--- config.mk ---
export PLATFORM = sky130hd
export DESIGN_NAME = bldc_comm_logic
export DESIGN_NICKNAME = d
export VERILOG_FILES = /design/src/rtl/bldc_comm_pkg.sv /design/src/rtl/hall_sync.sv /design/src/rtl/sector_decode.sv /design/src/rtl/gate_fsm.sv /design/src/rtl/bldc_comm_logic.sv
export SDC_FILE = /design/constraint.sdc
export NUM_CORES = 1
export LEC_CHECK = 0
export ABC_AREA = 1
export ABC_CLOCK_PERIOD_IN_PS = 1200
export CAP_MARGIN = 20
export CORE_MARGIN = 1.5
export CORE_UTILIZATION = 40
export DETAILED_ROUTE_END_ITERATION = 16
export PLACE_DENSITY = 0.71
export SKIP_LAST_GASP = 1
export SLEW_MARGIN = 20
export SYNTH_ARGS = -nofsm -noshare
export SYNTH_HDL_FRONTEND = slang
export SYNTH_SLANG_ARGS = --single-unit
--- constraint.sdc ---
create_clock -name clk -period 1.2 [get_ports clk]
set_input_delay 0.3 -clock clk [delete_from_list [all_inputs] [get_ports clk]]
set_output_delay 0.3 -clock clk [all_outputs]
set_load 0.01 [all_outputs]
--- src/rtl/bldc_comm_pkg.sv ---
package bldc_comm_pkg;
    localparam int PHASES = 3;

    typedef enum logic [1:0] {
        ST_COAST,
        ST_BRAKE,
        ST_DRIVE,
        ST_DECAY
    } gate_state_e;

    function automatic logic code_is_bad(input logic [PHASES-1:0] code);
        return (code == '0) || (code == '1);
    endfunction
endpackage

--- src/rtl/hall_sync.sv ---
module hall_sync
    import bldc_comm_pkg::*;
#(
    parameter int SYNC_STAGES = 2
) (
    input  logic              clk,
    input  logic              rst_n,
    input  logic [PHASES-1:0] hall_in,
    output logic [PHASES-1:0] code_q,
    output logic              code_bad,
    output logic              bad_q,
    output logic              strobe_q
);
    logic [PHASES-1:0] stg [SYNC_STAGES];
    logic [PHASES-1:0] synced;

    generate
        for (genvar i = 0; i < SYNC_STAGES; i++) begin : g_stage
            if (i == 0) begin : g_first
                always_ff @(posedge clk or negedge rst_n) begin
                    if (!rst_n) stg[i] <= '0;
                    else        stg[i] <= hall_in;
                end
            end else begin : g_next
                always_ff @(posedge clk or negedge rst_n) begin
                    if (!rst_n) stg[i] <= '0;
                    else        stg[i] <= stg[i-1];
                end
            end
        end
    endgenerate

    assign synced   = stg[SYNC_STAGES-1];
    assign code_bad = code_is_bad(synced);

    always_ff @(posedge clk or negedge rst_n) begin
        if (!rst_n) begin
            code_q   <= '0;
            bad_q    <= 1'b0;
            strobe_q <= 1'b0;
        end else begin
            bad_q    <= code_bad;
            strobe_q <= !code_bad && (synced != code_q);
            if (!code_bad) code_q <= synced;
        end
    end
endmodule

--- src/rtl/sector_decode.sv ---
module sector_decode
    import bldc_comm_pkg::*;
(
    input  logic [PHASES-1:0] code,
    output logic [PHASES-1:0] hi_oh,
    output logic [PHASES-1:0] lo_oh
);
    // Forward-direction sector table; bit 0 = phase A.
    always_comb begin
        hi_oh = '0;
        lo_oh = '0;
        case (code)
            3'b101: begin hi_oh = 3'b001; lo_oh = 3'b100; end
            3'b100: begin hi_oh = 3'b010; lo_oh = 3'b100; end
            3'b110: begin hi_oh = 3'b010; lo_oh = 3'b001; end
            3'b010: begin hi_oh = 3'b100; lo_oh = 3'b001; end
            3'b011: begin hi_oh = 3'b100; lo_oh = 3'b010; end
            3'b001: begin hi_oh = 3'b001; lo_oh = 3'b010; end
            default: begin hi_oh = '0; lo_oh = '0; end
        endcase
    end
endmodule

--- src/rtl/gate_fsm.sv ---
module gate_fsm
    import bldc_comm_pkg::*;
(
    input  logic              clk,
    input  logic              rst_n,
    input  logic              code_bad,
    input  logic              dir,
    input  logic              decay_slow,
    input  logic              pwm_in,
    input  logic              chop_recirc,
    input  logic              force_coast,
    input  logic              force_brake,
    input  logic [PHASES-1:0] hi_oh,
    input  logic [PHASES-1:0] lo_oh,
    output logic [PHASES-1:0] gh,
    output logic [PHASES-1:0] gl
);
    gate_state_e state;
    logic        dir_r;
    logic        slow_r;
    logic [PHASES-1:0] hi_sel, lo_sel;

    // State register with its transitions.
    always_ff @(posedge clk or negedge rst_n) begin
        if (!rst_n) begin
            state  <= ST_COAST;
            dir_r  <= 1'b1;
            slow_r <= 1'b0;
        end else begin
            dir_r  <= dir;
            slow_r <= decay_slow;
            if (force_coast || code_bad)       state <= ST_COAST;
            else if (force_brake)              state <= ST_BRAKE;
            else if (pwm_in && !chop_recirc)   state <= ST_DRIVE;
            else                               state <= ST_DECAY;
        end
    end

    assign hi_sel = dir_r ? hi_oh : lo_oh;
    assign lo_sel = dir_r ? lo_oh : hi_oh;

    // Output decode per state.
    always_comb begin
        gh = '0;
        gl = '0;
        unique case (state)
            ST_COAST: begin gh = '0;     gl = '0;     end
            ST_BRAKE: begin gh = '0;     gl = '1;     end
            ST_DRIVE: begin gh = hi_sel; gl = lo_sel; end
            ST_DECAY: begin
                gh = '0;
                gl = slow_r ? (hi_sel | lo_sel) : hi_sel;
            end
        endcase
    end
endmodule

--- src/rtl/bldc_comm_logic.sv ---
module bldc_comm_logic
    import bldc_comm_pkg::*;
#(
    parameter int SYNC_STAGES = 2
) (
    input  logic       clk,
    input  logic       rst_n,
    input  logic [2:0] hall_in,
    input  logic       dir,
    input  logic       decay_slow,
    input  logic       pwm_in,
    input  logic       chop_recirc,
    input  logic       force_coast,
    input  logic       force_brake,
    output logic [2:0] gh,
    output logic [2:0] gl,
    output logic       comm_strobe,
    output logic       hall_invalid
);
    logic [PHASES-1:0] code_q, hi_oh, lo_oh;
    logic              code_bad;

    hall_sync #(.SYNC_STAGES(SYNC_STAGES)) u_sync (
        .clk      (clk),
        .rst_n    (rst_n),
        .hall_in  (hall_in),
        .code_q   (code_q),
        .code_bad (code_bad),
        .bad_q    (hall_invalid),
        .strobe_q (comm_strobe)
    );

    sector_decode u_dec (
        .code  (code_q),
        .hi_oh (hi_oh),
        .lo_oh (lo_oh)
    );

    gate_fsm u_fsm (
        .clk         (clk),
        .rst_n       (rst_n),
        .code_bad    (code_bad),
        .dir         (dir),
        .decay_slow  (decay_slow),
        .pwm_in      (pwm_in),
        .chop_recirc (chop_recirc),
        .force_coast (force_coast),
        .force_brake (force_brake),
        .hi_oh       (hi_oh),
        .lo_oh       (lo_oh),
        .gh          (gh),
        .gl          (gl)
    );
endmodule

==> run metrics, run 1 <==
R2R setup slack 0 ns; Slew @ Worst Pin 0.261 ns; DRC 0; syn avg cell area 8.25 um^2; DR iter-0 viols 4; I/O pin cnt 19; synth unique cells 19; type of origin of the critical path flop; critical path arrival 1.44 ns; reg2reg end u_sync.strobe_q; Worst setup startpoint u_fsm.dir_r; Clk Latency, worst-skew pair 0.28 ns; layout overhead on the synthesized area 61.2%; failing checks negative setup slack; layout cell share with drive strength beyond 1 0.463; Worst Path Max Fanout 6; global route total overflow 0; dpl ws -0.576 ns; max-cap violations 0; WS Path Type flop to output pin; CTS tree built; Clock Tree Root clkbuf_4; Die Area 0.00204 mm^2; Post-Syn Area 709 um^2; Worst path depth 6; CTS Buf Count 3; Final period util 1.45; Port Buffers 18; wire per inst 12.7 um; Routed Antenna Nets 0; FP Rows 15; peak supply drop 0.867 mV; largest net degree at the start of global routing 16; global-route wire length before repair 2.55 mm; chip width 45.1 um; Mapped Cells 86; Die Ht 45.1 um; total track usage 0.176; Top delay family on crit path flip-flops; initial antenna violation count 0; hold_buf cts 0; clock sink count 15; first drt pass iteration count 4; Worst-path clk slew 0.08 ns; Hold WC Path Type input port to async pin; Routed WL 1.78 mm; final worst setup slack -0.541 ns; CTS H-tree lvls 1; endpoints failing hold 0; ant diodes 0; Layout Nets 135; count of state elements after synthesis 15; Critical Path RT 0.90 ns; Crit Reg-Reg Startpoint u_sync.code_q[0]; core box area 0.00169 mm^2; clk buf depth 2; final setup vio count 6; Worst path max stage delay 0.60 ns; post-route design area 0.00114 mm^2; synthesis warning total 0; Setup crit end gl[2]; Critical Path Most Common Cell nand2_2; hpwl dp 1.16 mm; WP buf/inv 2; Pins Over Slew Limit 0; relative slew slack 0.826; R2R depth 6; RSZ-0062 raised after global routing yes; PwrDens 1080 mW/mm^2; placed instance area 988 um^2; Crit. End Element output pin; vias in the first global route 608; crit path time final 1.74 ns; sequential area share after synthesis 0.531; Starting Density 0.420; vias per cell 4.97; DR vias 696; status finished, violations left; FMAX 0.574 GHz; CP Cell Sequence inv_4 > o21ai_4 > nand3_2 > nand2_2 > nand2_2 > buf_6; slowest CP cell dfstp_2; Mapped Nets 97; GP Congestion 0.893; Clock Skews 0.00679 ns; final core utilization 0.677; leakage power 0.540 nW
[worst reg2reg max path: stages (launching register included)]
cell and delay [ns]:
dfrtp_1 0.41, buf_6 0.13, buf_4 0.12, buf_4 0.13, o22ai_1 0.12, nor2_1 0.07
a21oi_1 0.14
[where the power goes]
group | switching, W | internal (W)
Combinational | 0.000179 | 0.000190
Sequential | 0.0000381 | 0.000544
Clock | 0.000149 | 0.000129
[cells by family (layout without fill, tap and decap cells)]
kind of cell	count (synthesis)	after routing	synth area share
XOR/XNOR	1	1	0.0123
buffers and inverters	11	48	0.0705
AND/OR/NAND/NOR	45	45	0.270
flip-flops	15	15	0.531
AO/OA/AOI/OAI	14	14	0.116
[registers in the layout, summed over array words and instances, names as in the netlist]
name             flops
u_sync.bad_q         1
u_sync.code_q        3
u_fsm.state          2
u_sync.synced        3
u_sync.strobe_q      1
u_fsm.slow_r         1
u_fsm.dir_r          1
u_sync.stg           3
[worst min path at each step]
stage	start	to	slack, ns	depth (start not counted)
detailed placement	u_sync.stg[4]	u_sync.synced[1]	0.34	0
global placement	u_sync.stg[3]	u_sync.synced[0]	0.33	0
finish	rst_n	u_fsm.slow_r	0.32	2
floorplan	rst_n	u_fsm.slow_r	0.004	0
global route	rst_n	u_fsm.slow_r	0.37	2
CTS	rst_n	u_fsm.slow_r	0.33	2
[synth_stat cells, drive strengths merged]
cell type  count  share of area
a21oi          7          0.060
buf            2          0.023
dfrtp         14           0.49
dfstp          1          0.037
inv            9          0.048
nand2         29           0.15
nand3          7          0.049
nor2           6          0.042
nor3           2          0.014
nor3b          1          0.011
o21ai          6          0.048
o22ai          1         0.0088
xnor2          1          0.012
[metrics by stage]
step	hold WS (ns)	power (W)	setup TNS (ns)	instances
after detailed placement	0.338	0.000868	-3.16	130
after global placement	0.334	0.000866	-3.19	130
after CTS	0.326	0.00116	-2.78	138
final	0.324	0.00123	-2.99	140
after global routing	0.369	0.00129	-3.43	140
after floorplan	0.00441	0.000728	-0.100	86
[timing repair]
action	4_1_cts	5_1_grt
gates resized for setup	34	27
pin swaps	4	9
endpoints found under the hold margin	0	0
setup buffers	4	2
endpoints found under the setup margin	8	7
[final cells by class]
type,count,area [um^2]
clock buffers,4,26.3
fillers,144,546
inverters,9,38.8
multi-input cells,60,363
flip-flops and latches,15,379
well taps,17,21.3
repair buffers,35,315
[metal layers]
layer,wire length (um),part of all wire,track usage,up-vias
met5,0,0,0,-
met3,51,0.029,0.0160,2
met4,25,0.014,0.100,0
met1,714,0.40,0.217,329
li1,-,-,-,349
met2,983,0.55,0.300,16
[cells in the final DEF, fill, tap and decap left out, drive strengths merged]
master	n
nand2	29
buf	23
dfrtp	14
clkdlybuf4s50	10
inv	9
nand3	7
a21oi	7
o21ai	6
nor2	6
clkbuf	4
nor3	2
clkdlybuf4s15	2
nor3b	1
o22ai	1
xnor2	1
dfstp	1
Note: power is estimated with default switching activity, not from simulation.
==> run 2, diff against run 1 <==
Settings changed: CTS_CLUSTER_SIZE set to 14, GPL_TIMING_DRIVEN set to 0, PLACE_DENSITY 0.71 to 0.69, SYNTH_HIERARCHICAL set to 1.
==> run metrics, run 2 <==
post-synth top area cell dfrtp_1 (unchanged); layout overhead on the synthesized area 45.4% (was 61.2%); syn avg cell area 7.23 um^2 (was 8.25 um^2); max-cap violations 0 (unchanged); Crit. End Element output pin (unchanged); Layout Nets 153 (was 135); status finished, violations left (unchanged); commonest non-fill, non-tap cell in the layout nand2_1 (unchanged); synthesis warning total 6 (was 0); count of state elements after synthesis 15 (unchanged); Mapped Cells 110 (was 86); Worst Path Max Fanout 5 (was 6); dpl ws -0.689 ns (was -0.576 ns); critical path arrival 1.49 ns (was 1.44 ns); CTS Buf Count 3 (unchanged); vias per cell 4.67 (was 4.97); Synth top area share 0.440 (was 0.494); type of origin of the critical path flop (unchanged); global-route wire length before repair 2.82 mm (was 2.55 mm); endpoints failing hold 0 (unchanged); final core utilization 0.642 (was 0.677); Die Area 0.00227 mm^2 (was 0.00204 mm^2); initial antenna violation count 0 (unchanged); Layout fillers 181 (was 144); core box area 0.00180 mm^2 (was 0.00169 mm^2); Critical Path RT 0.90 ns (about the same); final setup vio count 6 (unchanged); failing checks negative setup slack (unchanged); vias in the first global route 712 (was 608); ant diodes 0 (unchanged); Clock Tree Root clkbuf_4 (unchanged); CTS tree built (unchanged); Routed WL 1.67 mm (was 1.78 mm); commonest cells in the netlist nand2_1 (33), inv_1 (21), dfrtp_1 (14) (was nand2_1 (29), dfrtp_1 (14), nand3_1 (7)); PwrDens 1040 mW/mm^2 (was 1080 mW/mm^2); Routed Antenna Nets 0 (unchanged); layout cell share with drive strength beyond 1 0.390 (was 0.463); clock sink count 15 (unchanged); Final Power 0.00120 W (was 0.00123 W); crit path time final 1.79 ns (was 1.74 ns); top_reg_cell synth dfrtp_1 (unchanged); commonest cells after routing, fill and taps aside nand2_1 (27), inv_1 (16), dfrtp_1 (11) (was nand2_1 (16), nand2_2 (12), buf_4 (12), dfrtp_1 (12), clkdlybuf4s50_1 (10)); top cells by area, synth dfrtp_1 (44%), nand2_1 (16%), inv_1 (9.9%) (was dfrtp_1 (49%), nand2_1 (15%), nand3_1 (4.9%)); count leader, synth nand2_1 (unchanged); Hold WC Path Type flop to flop (was input port to async pin); WS Path Type flop to output pin (unchanged); first drt pass iteration count 4 (unchanged); hold_buf cts 0 (unchanged); placed insts 153 (was 130); Mapped Nets 121 (was 97); Slew @ Worst Pin 0.625 ns (was 0.261 ns); peak supply drop 0.753 mV (was 0.867 mV); CTS H-tree lvls 1 (unchanged); DR vias 775 (was 696); synth unique cells 18 (was 19); DRC 0 (unchanged); I/O pin cnt 19 (unchanged); FP Rows 15 (unchanged); total track usage 0.177 (was 0.176); DR iter-0 viols 14 (was 4); FMAX 0.558 GHz (was 0.574 GHz); hpwl dp 1.10 mm (was 1.16 mm); global route total overflow 0 (unchanged); chip width 47.6 um (was 45.1 um); relative slew slack 0.582 (was 0.826); Port Buffers 18 (unchanged); Post-Syn Area 796 um^2 (was 709 um^2); share of flip-flops with an asynchronous set or reset 1.00 (unchanged); RSZ-0062 raised after global routing yes (unchanged); Final Non-Filler Cells 166 (was 140); Die Ht 47.6 um (was 45.1 um); Starting Density 0.442 (was 0.420); Worst-path clk slew 0.10 ns (was 0.08 ns); leakage power 0.601 nW (was 0.540 nW); Clock Skews 0.00993 ns (was 0.00679 ns); Clk Latency, worst-skew pair 0.28 ns (about the same); sequential area share after synthesis 0.473 (was 0.531); number of enable flip-flop cells after synthesis 0 (unchanged); Pins Over Slew Limit 0 (unchanged); Final period util 1.49 (was 1.45); wire per inst 10.1 um (was 12.7 um); GP Congestion 0.802 (was 0.893); clk buf depth 2 (unchanged); final worst setup slack -0.591 ns (was -0.541 ns); largest net degree at the start of global routing 16 (unchanged)
[run 2: cell types whose count changed in the layout (fill, tap and decap cells not counted), moves of 3 or more]
cell,previous run,this run
nor2_1,4,7
nand2_2,12,8
inv_2,2,6
buf_4,12,5
inv_1,5,16
nand2_1,16,27
nor2_2,0,3
[run 2: area by class of cell]
cell class | count | area [um^2] | area share
Timing Repair Buffer | 27 | 229 | 0.198
Inverter | 24 | 97.6 | 0.0843
Clock inverter | 1 | 5.00 | 0.00432
Clock buffer | 3 | 22.5 | 0.0195
Tap cell | 25 | 31.3 | 0.0270
Buffer | 1 | 11.3 | 0.00973
Multi-Input combinational cell | 70 | 380 | 0.329
Sequential cell | 15 | 380 | 0.329
[run 2: cells by family after synthesis]
| logic type | count (synthesis) | share of synthesized area |
|---|---|---|
| buffers and inverters | 25 | 0.134 |
| XOR/XNOR | 1 | 0.0110 |
| AND/OR/NAND/NOR | 58 | 0.307 |
| flip-flops | 15 | 0.473 |
| AO/OA/AOI/OAI | 11 | 0.0755 |
[run 2: final timing paths]
check,start,endpoint,slack (ns),cells after the start
worst max-delay path,u_sync/code_q[1],gl[1],-0.59,11
worst min-delay path,u_sync/stg[3],u_sync/synced[0],0.36,0
worst max register to register,u_sync/code_q[0],u_sync/strobe_q,0.07,6
worst min register to register,u_sync/stg[3],u_sync/synced[0],0.36,0
max in group asynchronous,rst_n,u_sync/code_q[2],0.35,1
min in group asynchronous,rst_n,u_sync/stg[3],0.40,1
[run 2: routing by layer]
metal / wire length [um] / GRT usage / share of wire
met1: 680 / 0.220 / 0.41
met2: 914 / 0.314 / 0.55
met3: 79 / 0.0340 / 0.047
met4: 0 / 0.0486 / 0
met5: 0 / 0 / 0
[run 2: power breakdown]
group,switching (W),leakage [nW],total [W],internal (W)
combinational,0.000176,0.409,0.000335,0.000159
clock,0.000160,0.0177,0.000283,0.000124
sequential,0.0000382,0.174,0.000582,0.000543
[run 2: timing repair]
| item | in CTS | in global routing |
|---|---|---|
| pin swaps | 10 | 12 |
| endpoints found under the setup margin | 8 | 9 |
| resized for setup | 46 | 12 |
| setup buffers | 8 | 2 |
[run 2: worst max-delay path: stages (launching register included)]
cell and delay [ns]:
dfrtp_2 0.47, inv_4 0.09, buf_6 0.09, nand3_2 0.07, nand2_2 0.07, inv_2 0.04
nand2_2 0.05, nand2_2 0.05, nand2_1 0.05, nand2_1 0.04, nand3_1 0.05, buf_2 0.12
[run 2: per-stage QoR]
step	setup TNS (ns)	hold WS (ns)	cell area, um^2
global route	-3.69	0.364	1160
detailed placement	-3.71	0.336	1020
finish	-3.11	0.356	1160
floorplan	-0.271	0.00441	807
CTS	-3.00	0.358	1130
global placement	-3.57	0.332	1020
